`config.mk`:
```
export PLATFORM = sky130hd
export DESIGN_NAME = bus_cmd_decoder
export DESIGN_NICKNAME = d
export VERILOG_FILES = /design/src/rtl/bcd_pkg.sv /design/src/rtl/bcd_status_sampler.sv /design/src/rtl/bcd_cycle_tracker.sv /design/src/rtl/bcd_cmd_decoder.sv /design/src/rtl/bcd_seg_decoder.sv /design/src/rtl/bus_cmd_decoder.sv
export SDC_FILE = /design/constraint.sdc
export NUM_CORES = 1
export LEC_CHECK = 0
export ABC_AREA = 0
export BUFFER_PORTS_ARGS = -buffer_cell sky130_fd_sc_hd__buf_2
export CORE_AREA = 2 2 39 41
export CTS_CLUSTER_SIZE = 20
export DETAILED_ROUTE_END_ITERATION = 16
export DIE_AREA = 0 0 41 43
export PLACE_DENSITY_LB_ADDON = 0.3
export SYNTH_ARGS = -nofsm -noshare
export SYNTH_HDL_FRONTEND = slang
export SYNTH_SLANG_ARGS = --single-unit
```
`constraint.sdc`:
```
create_clock -name clk -period 1.35 [get_ports clk]
set_clock_uncertainty 0.2 [all_clocks]
set_input_delay 0 -clock clk [delete_from_list [all_inputs] [get_ports clk]]
set_output_delay 0 -clock clk [all_outputs]
set_load 0.1 [all_outputs]
```
`src/rtl/bcd_pkg.sv`:
```
package bcd_pkg;

  typedef enum logic [2:0] {
    ST_INTA    = 3'b000,
    ST_IORD    = 3'b001,
    ST_IOWR    = 3'b010,
    ST_HALT    = 3'b011,
    ST_FETCH   = 3'b100,
    ST_MRD     = 3'b101,
    ST_MWR     = 3'b110,
    ST_PASSIVE = 3'b111
  } bus_status_e;

  typedef enum logic [1:0] {
    PH_IDLE = 2'd0,
    PH_ADDR = 2'd1,
    PH_CMD  = 2'd2
  } phase_e;

  // active-high command set, inverted at the port
  typedef struct packed {
    logic mem_rd;
    logic mem_wr;
    logic io_rd;
    logic io_wr;
    logic inta;
  } cmd_t;

  function automatic cmd_t cmd_of(input logic [2:0] code);
    cmd_t c;
    c = '0;
    case (code)
      ST_FETCH, ST_MRD: c.mem_rd = 1'b1;
      ST_MWR:           c.mem_wr = 1'b1;
      ST_IORD:          c.io_rd  = 1'b1;
      ST_IOWR:          c.io_wr  = 1'b1;
      ST_INTA:          c.inta   = 1'b1;
      default:          c = '0;
    endcase
    return c;
  endfunction

  function automatic logic is_write(input logic [2:0] code);
    return (code == ST_MWR) || (code == ST_IOWR);
  endfunction

endpackage

```
`src/rtl/bcd_status_sampler.sv`:
```
module bcd_status_sampler
  import bcd_pkg::*;
#(
  parameter int ST_W = 3
) (
  input  logic            clk,
  input  logic            rst,
  input  logic [ST_W-1:0] status_in,
  output logic [ST_W-1:0] st_q,
  output logic [ST_W-1:0] prev_q
);
  localparam logic [ST_W-1:0] IDLE_CODE = {ST_W{1'b1}};

  always_ff @(posedge clk) begin
    if (rst) begin
      st_q   <= IDLE_CODE;
      prev_q <= IDLE_CODE;
    end else begin
      st_q   <= status_in;
      prev_q <= st_q;
    end
  end
endmodule

```
`src/rtl/bcd_cycle_tracker.sv`:
```
module bcd_cycle_tracker
  import bcd_pkg::*;
#(
  parameter int ST_W = 3
) (
  input  logic            clk,
  input  logic            rst,
  input  logic [ST_W-1:0] st_q,
  input  logic [ST_W-1:0] prev_q,
  output phase_e          phase,
  output logic [ST_W-1:0] cyc_code,
  output logic            start_evt,
  output logic            end_evt
);
  localparam logic [ST_W-1:0] IDLE_CODE = {ST_W{1'b1}};

  assign start_evt = (prev_q == IDLE_CODE) && (st_q != IDLE_CODE);
  assign end_evt   = (phase != PH_IDLE) && (st_q == IDLE_CODE);

  always_ff @(posedge clk) begin
    if (rst) begin
      phase    <= PH_IDLE;
      cyc_code <= IDLE_CODE;
    end else if (start_evt) begin
      phase    <= PH_ADDR;
      cyc_code <= st_q;
    end else if (end_evt) begin
      phase    <= PH_IDLE;
    end else if (phase == PH_ADDR) begin
      phase    <= PH_CMD;
    end
  end
endmodule

```
`src/rtl/bcd_cmd_decoder.sv`:
```
module bcd_cmd_decoder
  import bcd_pkg::*;
(
  input  phase_e     phase,
  input  logic [2:0] cyc_code,
  output logic       ale_n,
  output cmd_t       cmd,
  output logic       xcvr_en_n,
  output logic       xcvr_tx_n
);
  logic in_cmd;
  logic in_cyc;

  assign in_cmd    = (phase == PH_CMD);
  assign in_cyc    = (phase != PH_IDLE);
  assign ale_n     = !(phase == PH_ADDR);
  assign cmd       = in_cmd ? cmd_of(cyc_code) : '0;
  assign xcvr_en_n = !(|cmd);
  assign xcvr_tx_n = !(in_cyc && is_write(cyc_code));
endmodule

```
`src/rtl/bcd_seg_decoder.sv`:
```
module bcd_seg_decoder #(
  parameter int SEG_W = 2,
  localparam int SEG_N = 1 << SEG_W
) (
  input  logic             clk,
  input  logic             rst,
  input  logic [SEG_W-1:0] seg_in,
  output logic [SEG_N-1:0] seg_sel_n
);
  for (genvar i = 0; i < SEG_N; i++) begin : g_sel
    always_ff @(posedge clk) begin
      if (rst) seg_sel_n[i] <= 1'b1;
      else     seg_sel_n[i] <= !(seg_in == SEG_W'(i));
    end
  end
endmodule

```
`src/rtl/bus_cmd_decoder.sv`:
```
module bus_cmd_decoder
  import bcd_pkg::*;
#(
  parameter int SEG_W = 2,
  localparam int SEG_N = 1 << SEG_W,
  localparam int ST_W = 3
) (
  input  logic             clk,
  input  logic             rst,
  input  logic [ST_W-1:0]  status_in,
  input  logic [SEG_W-1:0] seg_in,
  output logic             ale_n,
  output logic             mem_rd_n,
  output logic             mem_wr_n,
  output logic             io_rd_n,
  output logic             io_wr_n,
  output logic             inta_n,
  output logic             xcvr_en_n,
  output logic             xcvr_tx_n,
  output logic [SEG_N-1:0] seg_sel_n
);
  logic [ST_W-1:0] st_q;
  logic [ST_W-1:0] prev_q;
  logic [ST_W-1:0] cyc_code;
  phase_e          phase;
  logic            start_evt;
  logic            end_evt;
  cmd_t            cmd;

  bcd_status_sampler #(.ST_W(ST_W)) u_samp (
    .clk(clk), .rst(rst), .status_in(status_in), .st_q(st_q), .prev_q(prev_q)
  );

  bcd_cycle_tracker #(.ST_W(ST_W)) u_trk (
    .clk(clk), .rst(rst), .st_q(st_q), .prev_q(prev_q), .phase(phase),
    .cyc_code(cyc_code), .start_evt(start_evt), .end_evt(end_evt)
  );

  bcd_cmd_decoder u_dec (
    .phase(phase), .cyc_code(cyc_code), .ale_n(ale_n), .cmd(cmd),
    .xcvr_en_n(xcvr_en_n), .xcvr_tx_n(xcvr_tx_n)
  );

  bcd_seg_decoder #(.SEG_W(SEG_W)) u_seg (
    .clk(clk), .rst(rst), .seg_in(seg_in), .seg_sel_n(seg_sel_n)
  );

  assign mem_rd_n = !cmd.mem_rd;
  assign mem_wr_n = !cmd.mem_wr;
  assign io_rd_n  = !cmd.io_rd;
  assign io_wr_n  = !cmd.io_wr;
  assign inta_n   = !cmd.inta;
endmodule

```
[Yosys cells after proc, flatten, opt, wreduce, memory -nomap -nowiden]
Cells that the tools add are included.
Cells by class
  reductions and logical operators: 23
  equal/unequal tests: 13
  multiplexer cells: 9
Operators by type and width (count)
  3-bit == test (second input constant): 5
  1-bit zero test: 12
  1-bit 2-to-1 mux: 8
  2-bit == test (second input constant): 3
  5-bit 2-to-1 mux: 1
  5-bit OR reduction: 1
  2-bit by 1-bit == test with 1-bit output (second input constant): 2
  3-bit by 1-bit == test with 1-bit output (second input constant): 1
  3-bit by 2-bit == test with 1-bit output (second input constant): 1
  1-bit logical AND: 3
  3-bit zero test: 1
  3-bit inequality test (second input constant): 1
  3-bit nonzero test: 1
  3-bit OR reduction: 1
  2-bit zero test: 1
  2-bit nonzero test: 1
  2-bit OR reduction: 1
  1-bit logical OR: 1
Storage, ports and cells
  input bits: 7
  register bits: 15
  output and inout bits: 12

[Logic depth before layout (Yosys ltp)]
Gate-level depths: netlist (run 1).
  word-level depth: 6
  gate-level depth with buffers: 3
  gate-level depth less buffers: 3

[By module]
Synthesis (run 1) repeated with hierarchy kept, for this count alone.
Second synthesis, totals
  cells, all modules: 64
  area total of the unflattened synthesis: 611.8 µm²
Modules (own cells, without submodules)
  bcd_cycle_tracker: seq. area each 100.1 µm², instances 1, cells each 26, area an instance 237.7 µm²
  bcd_status_sampler: seq. area each 120.1 µm², instances 1, cells each 12, area an instance 157.7 µm²
  bcd_seg_decoder: seq. area each 80.1 µm², instances 1, cells each 8, area an instance 111.4 µm²
  bcd_cmd_decoder: seq. area each 0.0 µm², instances 1, cells each 13, area an instance 86.3 µm²
  bus_cmd_decoder: seq. area each 0.0 µm², instances 1, cells each 5, area an instance 18.8 µm²

[Worst setup path after synthesis (run 1)]
No wires, ideal clock.
  path type: register to output
  start: register u_trk.phase[0]
  end: output port xcvr_tx_n
  cell stages (with the launch flop): 2
  arrival time: 2.441 ns
  path buffers: 0
  path slack: -1.291 ns
  cells stage by stage: dfxtp_1 > o21ai_0
Between the ends
  word-level cells in the longest chain between the ends: 3
Ends and longest elaborated chain
  start, declared: RTL line bcd_cycle_tracker.sv:10  | output phase_e phase,
  start signal, assigned: RTL line bcd_cycle_tracker.sv:22  | phase <= PH_IDLE;
  start signal, assigned: RTL line bcd_cycle_tracker.sv:25  | phase <= PH_ADDR;
  start signal, assigned: RTL line bcd_cycle_tracker.sv:28  | phase <= PH_IDLE;
  2-bit nonzero test: RTL line bcd_cmd_decoder.sv:15  | assign in_cyc = (phase != PH_IDLE);
  1-bit logical AND: RTL line bcd_cmd_decoder.sv:19  | assign xcvr_tx_n = !(in_cyc && is_write(cyc_code));
  1-bit zero test: RTL line bcd_cmd_decoder.sv:19
  end, declared: RTL line bus_cmd_decoder.sv:19  | output logic xcvr_tx_n,
Every way passes these cells.

[Final worst setup path (run 1)]
  start: register u_trk.phase[0]
  end: output port inta_n
Between the ends
  word-level cells in the longest chain between the ends: 3
Ends and longest elaborated chain
  2-bit == test: RTL line bcd_cmd_decoder.sv:14  | assign in_cmd = (phase == PH_CMD);
  5-bit 2-to-1 mux: RTL line bcd_cmd_decoder.sv:17  | assign cmd = in_cmd ? cmd_of(cyc_code) : '0;
  1-bit zero test: RTL line bus_cmd_decoder.sv:52  | assign inta_n = !cmd.inta;
  end, declared: RTL line bus_cmd_decoder.sv:17  | output logic inta_n,
Every way passes these cells.

==> results of run 1 <==
-- final cells by class --
class | instances | share of cell area
multi-input combinational | 37 | 0.273
timing repair buffer | 32 | 0.359
sequential | 15 | 0.319
tap | 16 | 0.0209
clock buffer | 4 | 0.0275
-- registers in the layout, indices dropped and copies added (netlist names) --
signal / count
u_seg.seg_sel_n: 4
u_samp.prev_q: 3
u_samp.st_q: 3
u_trk.cyc_code: 3
u_trk.phase: 2
-- where the power goes --
part | switching (mW) | leakage (nW) | total [mW] | internal, mW
combinational | 0.110 | 0.262 | 0.189 | 0.0792
clock | 0.128 | 0.0150 | 0.243 | 0.114
sequential | 0.0136 | 0.124 | 0.480 | 0.466
total | 0.252 | 0.401 | 0.911 | 0.659
-- routing by layer --
| layer | vias up | wire length (um) | track usage |
|---|---|---|---|
| met1 | 222 | 443 | 0.158 |
| li1 | 255 | - | - |
| met3 | 2 | 44 | 0.0314 |
| met4 | 0 | 9 | 0.0800 |
| met5 | - | 0 | 0 |
| met2 | 16 | 617 | 0.238 |
-- layout by cell type, fill, tap and decap left out, drive strengths merged --
| cell type | instances |
|---|---|
| dfxtp | 15 |
| nand3 | 2 |
| or4 | 1 |
| nor2 | 4 |
| nand3b | 3 |
| or2 | 6 |
| o32a | 3 |
| nand2 | 6 |
| nand2b | 1 |
| and2b | 1 |
| a21oi | 4 |
| nor2b | 1 |
| or2b | 1 |
| o21ai | 2 |
| clkbuf | 4 |
| or3 | 1 |
| dlygate4sd3 | 7 |
| a31o | 1 |
| buf | 25 |
-- tightest hold or removal path, stage by stage --
cell and delay (ns):
dlygate4sd3_1 0.52, buf_2 0.09, or2_2 0.08
-- metrics by stage --
step / TNS, ns / util
2_1_floorplan: -0.577 / -
3_3_place_gp: 0 / 0.552
3_5_place_dp: 0 / 0.552
4_1_cts: -0.922 / 0.654
5_1_grt: -1.01 / 0.692
6_report: -0.650 / 0.692
-- worst max-delay path by stage --
stage | start | end | slack, ns | depth (start not counted)
after floorplan | u_trk.phase[0] | io_rd_n | -0.15 | 3
after detailed placement | u_trk.phase[0] | inta_n | 0.01 | 3
final | u_trk.phase[0] | inta_n | -0.20 | 3
after CTS | u_trk.phase[0] | inta_n | -0.20 | 3
after global routing | u_trk.phase[0] | inta_n | -0.23 | 3
after global placement | u_trk.phase[0] | inta_n | 0.03 | 3
-- what timing repair did --
action	4_1_cts	5_1_grt
resized for setup	9	14
pin swaps	2	2
setup buffers	2	0
hold buffers	7	1
endpoints found under the hold margin	15	14
endpoints found under the setup margin	8	10
-- Yosys cell counts --
cell type and n:
a21oi_1 4, a31o_2 1, and2b_2 1, buf_2 1
dfxtp_1 15, nand2_1 6, nand2b_1 1, nand3_1 2
nand3b_1 3, nor2_1 4, nor2b_1 1, o21ai_0 2
o32a_1 3, or2_2 6, or2b_1 1, or3_1 1
or4_1 1
-- logic make-up (layout without fill, tap and decap cells) --
family / count (synthesis) / after routing / synth area share
and+or+nand+nor: 27 / 27 / 0.286
DFF: 15 / 15 / 0.573
buffers and inverters: 1 / 36 / 0.00954
AOI/OAI and AO/OA: 10 / 10 / 0.131
==> results by stage, run 1 <==
Synth:
- The cell taking the most area after synthesis is dfxtp_1.
- By area the synthesized netlist is led by dfxtp_1 57%, or2_2 7.2%, o32a_1 5.7%.
- Synthesis produced 53 cells.
- Synthesis inferred 15 register bits.
- The average footprint of a synthesized cell is between 9 and 10 sq um.
- The post-synthesis cell type count is 17.
- The net count after synthesis is 60.
- Of the synthesized area, sequential elements account for 0.573.
- The top cell type's share of synthesized area is 0.573.
- After synthesis the cells add up to approximately 520 sq um.
- The Yosys step of the flow raised 0 warnings.

Floorplan:
- The die covers about 1800 sq um.
- The top-level port count is 19.
- The y dimension of the die is around 43 um.
- After floorplanning, the core was sized to cover ~1400 sq um.
- The floorplan has 14 rows.
- The width of the die is 41 um.
- The initial utilization of the core area, before any placement, comes to 0.379.

Clock tree:
- The post-CTS clock slew at the launch and capture registers of the worst setup and hold paths is 0.08 ns.
- The later pin in the worst-skew pair is clocked with a latency of between 0.2 and 0.3 ns.
- For this design, the sink count on the clock tree is 15.
- The maximum level of the CTS H-tree is 1.
- The TritonCTS clock tree is done.
- The maximum clock insertion buffer count is 2.
- The root cell of the clock tree is clkbuf_4.
- The CTS buffer count is 3.

Drt:
- The routed design has 1110 um of wire.
- Across all layers, the routed design uses 495 vias.
- The first-iteration detailed-routing DRC count is 11.
- The final routed DRC violation total is 0.
- The per-cell routed wire length is 10.7 um.
- The number of search-and-repair iterations in the first detailed-routing pass is 4.
- The mean number of vias per cell is about 4.8.
- In this run the remaining antenna-violating nets after routing total 0.

Global route:
- The via count of the first global-routing pass is 435.
- The global-route wire length before repair is 1700 um.
- The global-route usage over all layers is 0.143.
- The initial antenna violation count is 0.
- The maximum number of pins on one net before global-route repair is 14.
- The residual overflow from global routing is 0.

Timing:
- On the final layout, the worst hold slack is 0.239 ns.
- The post-route fraction of the period consumed by the critical path is 1.15.
- The count of endpoints failing hold in the final timing report is 0.
- The setup slack of the critical path after layout is -0.201 ns.
- Setup repair after global routing could not meet its margin everywhere.
- The achievable frequency is 645 MHz.
- The worst pin sits at a relative slew slack of 0.680.
- Setup violations remaining at the end of the flow were counted as 7.
- After layout, the minimum clock period comes to 1.55 ns.
- The actual slew at the worst max-slew pin is 0.484 ns.
- The count of pins over their slew limit is 0.

Worst setup path:
- The number of cells on the worst reg-to-reg path is 3.
- The arrival time at the worst endpoint is 1.35 ns.
- The largest fanout of any net on the critical path is 2.
- The endpoint identified for the worst register-to-register timing path is u_trk.cyc_code[0].
- The kind of cell with the highest combined delay along the critical path is simple AND/OR/NAND/NOR gates.
- Setup slack on the worst reg-to-reg path comes out at ~0.15 ns.
- The setup path with the least slack is of type reg2out.
- The reg-to-reg critical path startpoint is u_samp.prev_q[1].
- The endpoint required time on the critical path is 1.15 ns.
- STA classifies the critical path endpoint as an output pin.
- STA classifies the critical path startpoint as a register.
- The critical path goes through nand2b_4, or4_4, buf_12.
- On the worst path, the slowest cell contributes a delay of 0.43 ns.
- For this design, the slowest cell found on the critical path is or4_4.
- The number of buffers and inverters on the critical path is 1.

Cells and area:
- The count of non-filler cells in the finished layout is 104.
- The area growth from synthesis to final layout is 82.6%.
- The antenna cell count is 0.
- The share of final-layout standard cells stronger than drive strength 1 is 0.545.
- The count of filler cells inserted in the layout is 99.
- In the final layout, the multi-input gates occupy 262 sq um.
- The storage element area is 305 sq um.
- The area of all placed cells without fillers is 957 sq um.
- At the end of the flow, the number of nets in the layout was 96.

Flow run:
- The number of maximum-capacitance violations is 0.

Placement:
- Timing analysis after detailed placement gives a worst setup slack of 0.0109 ns.
- Once placement completed, the tool counted placed cells totaling 91.
- Summed over all nets, the half-perimeter wirelength after detailed placement is ~760 um.
- Once placement finished, the instance area stood at 763 sq um.
- Port buffering added 18 buffers.
- The final RePlAce weighted congestion is between 0.8 and 0.9.

Power:
- In this run the static leakage power is 0.401 nW.
- Power comes to 911 uW.
- The maximum resistive drop on vdd is 0.550 mV.
- For this design the ratio of total power to cell area is around 950 nW/um^2.

Worst hold path:
- The endpoint of the worst hold path is u_samp.st_q[2].
- The startpoint of the tightest hold check path is status_in[2].
- The classification of the worst-slack hold path is in2reg.
- The hold-critical path depth is 3.

Outcome:
- The checks that failed: negative setup slack.
- The flow ran to the end, but the final reports show violations.
Note: power is estimated with default switching activity, not from simulation.
==> inputs of run 2 (changes only) <==
CELL_PAD_IN_SITES_DETAIL_PLACEMENT = 2   (was default)
CELL_PAD_IN_SITES_GLOBAL_PLACEMENT = 2   (was default)
CORE_AREA = default   (was 2 2 39 41)
CORE_MARGIN = 2   (was default)
CORE_UTILIZATION = 26   (was default)
DIE_AREA = default   (was 0 0 41 43)
==> results by stage, run 2 (synthesis gave the netlist of run 1 again) <==
Outcome:
- The run finished, with violations left.
- The final reports fail on negative setup slack.

Cells and area:
- The area growth from synthesis to final layout is 75.4%.
- The largest register by flop count is u_seg.seg_sel_n.
- Once layout is done, the placed cells without fillers occupy 920 sq um.
- Leaving out fill and tap cells, the most frequent cell in the layout is dfxtp_1.
- The antenna cell count is 0.
- The finished layout holds 114 standard cells, fillers aside.
- The count of nets after finishing is 95.
- The number of flip-flops under the largest register name is 4.
- Fill cells in the final layout number 223.
- The top cell types in the final layout, fill and taps aside, are 13 x dfxtp_1, 10 x buf_2, 7 x dlygate4sd3_1, 7 x buf_4.
- Of the cells placed in the final design, the portion with a size suffix greater than 1 is 0.517.

Drt:
- The detailed router placed 525 vias in this run.
- The detail route stage leaves a number of antenna-violating nets equal to 0.
- After detailed routing, the number of vias per cell comes to 4.61.
- The final wirelength is 1420 um.
- The first routing iteration left 9 violations.
- For this run, design rule violations remaining after detail routing come to 0.
- The first detailed-routing pass took 3 iterations.
- The per-cell routed wire length is 12.4 um.

Placement:
- The cell area after placement is 777 sq um.
- Detailed placement finished with a half-perimeter wire length of 1050 um.
- The final RePlAce weighted congestion is around 0.66.
- The number of cells in the design after placement is 102.
- Buffers placed on the I/O ports in this run total 18.

Clock tree:
- The clock net sink count is 15.
- Clock-pin slew was measured on the worst setup and hold paths at about 0.09 ns.
- At the later pin of the worst-skew pair, clock insertion delay measures 0.29 ns.
- Counting the buffers created by CTS gives 3.
- The maximum level of the CTS H-tree is 1.
- The root cell of the clock tree is clkbuf_4.
- The maximum clock insertion buffer count is 2.
- TritonCTS built the clock tree.

Worst setup path:
- The highest cell delay on the worst timing path is between 0.4 and 0.5 ns.
- At the worst endpoint, the required time is 1.15 ns.
- The nature of the critical path endpoint is an output pin.
- The cell at the slowest stage of the critical path is or4_4.
- Of all nets on the critical path, the largest fanout is 2.
- STA classifies the critical path startpoint as a register.
- The category of the most critical setup path is reg2out.
- Traced cell by cell, the critical path runs through nand2b_4, or4_4, buf_12.
- The arrival time at the worst endpoint is 1.36 ns.

Power:
- The total leakage power is 0.375 nW.
- The maximum resistive drop on vdd is 0.528 mV.
- Of the total power, the clock network draws 0.280.
- The internal portion of total power is 648 uW.
- The sequential fraction of design power is 0.520.
- Of the total power, combinational logic draws 0.200.
- Of the total power, the share spent switching nets is 0.294.
- For this design the total switching power over the nets is roughly 270 uW.
- Dividing total power by cell area gives a power density of 999 nW/um^2.

Timing:
- The normalized max-slew margin is 0.677.
- The count of pins over their slew limit came to 0.
- The count of endpoints failing hold in the final timing report is 0.
- The worst path in the final design needs a cycle of approximately 1.6 ns, including I/O delays and setup.
- The actual slew at the worst max-slew pin is 0.488 ns.
- Dividing the final minimum period by the clock period gives 1.16.
- The total setup violations reported at the end of the flow is 9.
- The setup slack of the critical path after layout is -0.214 ns.
- The worst hold slack after final layout is around 0.23 ns.
- Setup repair after global routing could not meet its margin everywhere.
- Static timing analysis puts the maximum clock frequency at 639 MHz.

Floorplan:
- The width of the die is 48.9 um.
- The die covers ~2400 sq um.
- For this configuration, the core starts out at a cell density of 0.273.
- In this run the vertical extent of the chip is 48.9 um.
- The core region is 1920 sq um.
- The placement row count is 16.
- In this run the count of I/O pins placed on the die edge is 19.

Global route:
- The initial antenna violation count is 0.
- The via count of the first global-routing pass is 580.
- The total overflow left after global routing is 0.
- The maximum number of pins on one net before global-route repair is 14.
- Across every metal layer, demand over resource in global routing totals 0.138.
- The global-route wire length before repair is 2460 um.

Flow run:
- The number of maximum-capacitance violations is 0.

Worst hold path:
- The classification of the worst-slack hold path is in2reg.
==> run 2: cell types whose count changed in the layout (fill, tap and decap cells not counted), sizes merged <==
cell    before  now
clkbuf       4    3
buf         25   24
clkinv       0    1
==> run 2: final timing paths <==
kind / from / to / slack (ns) / cells past startpoint
max reg2reg: u_samp.prev_q[1] / u_trk.cyc_code[1] / 0.11 / 3
min: status_in[1] / u_samp.st_q[1] / 0.23 / 3
min reg2reg: u_samp.st_q[2] / u_samp.prev_q[2] / 0.35 / 1
max: u_trk.phase[0] / inta_n / -0.21 / 3
==> run 2: power by group through the flow <==
stage / sequential, mW / combinational (mW) / clock [mW]
final: 0.478 / 0.184 / 0.257
after floorplan: 0.525 / 0.0712 / 0
after CTS: 0.479 / 0.182 / 0.268
after detailed placement: 0.488 / 0.165 / 0
after global routing: 0.482 / 0.197 / 0.294
after global placement: 0.486 / 0.162 / 0
==> run 2: worst max-delay path, delay by kind of cell, from the launching register on <==
kind / cells / cell delay, ns
DFF: 1 / 0.33
buffers and inverters: 1 / 0.18
and+or+nand+nor: 2 / 0.56
==> run 2: through the flow <==
step	TNS, ns	total power [mW]	util	worst slack, ns
6_report	-1.02	0.919	0.479	-0.214
5_1_grt	-1.63	0.973	0.479	-0.265
4_1_cts	-1.34	0.929	0.471	-0.235
3_5_place_dp	0	0.653	0.404	0.0152
3_3_place_gp	0	0.647	0.404	0.0245
2_1_floorplan	-0.577	0.596	-	-0.152
==> run 2: timing repair <==
action | in CTS | in global routing
setup buffers | 0 | 1
endpoints found under the hold margin | 15 | 14
gates resized for setup | 9 | 2
pin swaps | 2 | 3
endpoints found under the setup margin | 8 | 11
hold buffers | 7 | 1
==> run 2: layer usage <==
metal  share of wire  wire, um  vias to the layer above  track usage
li1                -         -                      255            -
met1            0.35       501                      250        0.126
met2            0.58       822                       18        0.274
met3           0.049        70                        2       0.0460
met4           0.016        22                        0       0.0571
met5               0         0                        -            0
==> run 2: layout make-up <==
type	count	area, sq um	share of cell area
repair buffers	31	304	0.331
flip-flops and latches	15	303	0.329
multi-input cells	37	251	0.273
well taps	27	33.8	0.0367
clock buffers	3	22.5	0.0245
clock inverters	1	5.00	0.00544
==> inputs of run 3 (changes only) <==
PLACE_DENSITY_LB_ADDON = 0.1   (was 0.3)
==> results by stage, run 3 (synthesis gave the netlist of run 1 again) <==
Worst setup path:
- The terminus of the critical flop-to-flop path is u_trk.cyc_code[2].
- The path depth of the worst reg2reg path is 3.
- The kind of cell adding the most delay to the critical path is simple AND/OR/NAND/NOR gates.
- The launching instance or port of the critical path is u_trk.phase[0].
- The worst setup path is launched from a register.
- At the worst endpoint, the required time is 1.15 ns.
- The number of cells on the critical path is 3.
- Setup slack on the worst reg-to-reg path comes out at 0.12 ns.
- The termination of the worst setup path is inta_n.
- The nature of the critical path endpoint is an output pin.
- Traced cell by cell, the critical path runs through nand2b_4, or4_4, buf_12.
- The arrival time at the worst endpoint is 1.35 ns.
- The largest fanout of any net on the critical path is 2.
- The highest cell delay on the worst timing path is between 0.4 and 0.5 ns.
- The setup path with the least slack is of type reg2out.
- The count of buffering cells on the critical path with inverters included is 1.
- The cell at the slowest stage of the critical path is or4_4.
- The startpoint identified for the worst register-to-register timing path is u_samp.prev_q[1].

Cells and area:
- The largest register by flop count is u_seg.seg_sel_n.
- The count of filler cells inserted in the layout is 209.
- The multi-input combinational cells in the finished layout cover a total of 246 sq um.
- The area growth from synthesis to final layout is 75.2%.
- The most common library cell in the layout ignoring fill and taps is dfxtp_1.
- The storage element area is 303 sq um.
- In the layout the commonest cells are 13 x dfxtp_1, 10 x buf_2, 7 x dlygate4sd3_1.
- The core utilization of the finished layout is 0.478.
- In the final layout, the share of cells above drive strength 1 is 0.517.
- The count of nets after finishing is 95.
- The register with the most flip-flops in the layout has 4 of them.
- The antenna cell count is 0.

Power:
- Summing internal, switching and leakage power gives 910 uW.
- The maximum resistive drop on vdd is approximately 0.6 mV.
- The total leakage power is approximately 0.38 nW.
- Dividing total power by cell area gives a power density of 991 nW/um^2.

Timing:
- The setup slack of the critical path after layout is -0.201 ns.
- The actual slew at the worst max-slew pin is 0.493 ns.
- The count of pins over their slew limit is 0.
- The total setup violations reported at the end of the flow is 9.
- The total negative slack for setup checks is -0.826 ns.
- Setup repair after global routing could not meet its margin everywhere.
- The minimum period implied by the final worst setup slack is 1.55 ns.
- The count of endpoints failing hold in the final timing report is 0.
- The normalized max-slew margin is 0.674.
- Hold timing on the final database bottoms out at a slack of 0.236 ns.
- For this run, the top clock speed supported by timing is 645 MHz.
- The post-route fraction of the period consumed by the critical path is 1.15.

Floorplan:
- The die covers 2390 sq um.
- From left edge to right edge, the die measures 48.9 um.
- For this configuration, the core starts out at a cell density of 0.273.
- The die is 48.9 um tall.
- The initialized floorplan defines 16 standard-cell rows.
- Pin placement for this block handled 19 I/O pins.
- The area of the placeable core is 1920 sq um.

Global route:
- The global-route usage over all layers is 0.136.
- The initial antenna violation count is 0.
- The global-route wire length before repair is 2510 um.
- Entering global routing, the biggest net connects 14 pins.
- The via count of the first global-routing pass was just under 600.
- The residual overflow from global routing is 0.

Drt:
- The final wirelength is 1340 um.
- Before antenna repair, the detailed router went through 3 iterations.
- After detailed routing, the average wire length per cell comes to between 10 and 15 um.
- After the first detailed-routing iteration, the DRC count stood at 2.
- The mean number of vias per cell is approximately 4.6.
- The final routed DRC violation total is 0.
- The residual antenna-violating net count after detailed routing is 0.
- The detailed router placed ~520 vias in this run.

Flow run:
- The number of maximum-capacitance violations is 0.

Placement:
- At the end of routability-driven placement, the weighted congestion stood at 0.612.
- The HPWL after detailed placement is 1010 um.
- The number of buffer cells added on primary ports is 18.

Clock tree:
- The number of clock buffers added by TritonCTS is 3.
- The post-CTS clock slew at the launch and capture registers of the worst setup and hold paths is about 0.090 ns.
- CTS built an H-tree with a depth of 1.
- TritonCTS built the clock tree.
- At the later pin of the worst-skew pair, clock insertion delay measures 0.27 ns.
- Clock tree synthesis found a total of 15 sinks.
- The root cell of the clock tree is clkbuf_4.
- The maximum clock insertion buffer count is 2.

Worst hold path:
- The classification of the worst-slack hold path is in2reg.
- The hold-critical path depth is 3.

Outcome:
- The run finished, with violations left.
- The checks that failed: negative setup slack.
[run 3: cell counts in the layout (fill, tap and decap cells not counted)]
No cell type changed its count.
[run 3: how the worst min path moves through the flow]
stage                 start            endpoint  slack (ns)
5_1_grt        status_in[0]      u_samp.st_q[0]        0.25
2_1_floorplan     seg_in[0]  u_seg.seg_sel_n[1]       -0.14
6_report       status_in[2]      u_samp.st_q[2]        0.24
3_3_place_gp   status_in[2]      u_samp.st_q[2]       -0.02
3_5_place_dp   status_in[2]      u_samp.st_q[2]       -0.01
4_1_cts        status_in[2]      u_samp.st_q[2]        0.23
[run 3: what timing repair did]
item,in CTS,in global routing
setup endpoints to repair,8,10
endpoints found under the hold margin,15,14
setup buffers,1,0
cloned,0,0
pin swaps,2,1
hold buffers,7,1
gates resized for setup,9,2
[run 3: cell type report]
cell class                 count  area share
sequential                    15       0.330
timing repair buffer          31       0.335
clock inverter                 1     0.00545
multi-input combinational     37       0.268
tap                           27      0.0368
clock buffer                   3      0.0245
[run 3: report_power, final]
part	switching, mW	internal [mW]
Combinational	0.110	0.0734
Clock	0.141	0.110
Sequential	0.0121	0.465
[run 3: metal layers]
layer / track usage / wire length (um) / up-vias
met5: 0 / 0 / -
met4: 0.0429 / 10 / 0
li1: - / - / 252
met3: 0.0215 / 41 / 2
met1: 0.128 / 531 / 256
met2: 0.288 / 752 / 14
[run 3: tightest hold or removal path, delay by kind of cell]
kind          cells  cell delay (ns)
buf+inv           2             0.60
simple gates      1             0.08
[run 3: through the flow]
stage | area, sq um | std cells | setup WS (ns)
CTS | 912 | 114 | -0.203
global placement | 777 | 102 | 0.0291
finish | 918 | 114 | -0.201
detailed placement | 777 | 102 | 0.0330
floorplan | 546 | 53 | -0.152
global route | 918 | 114 | -0.239
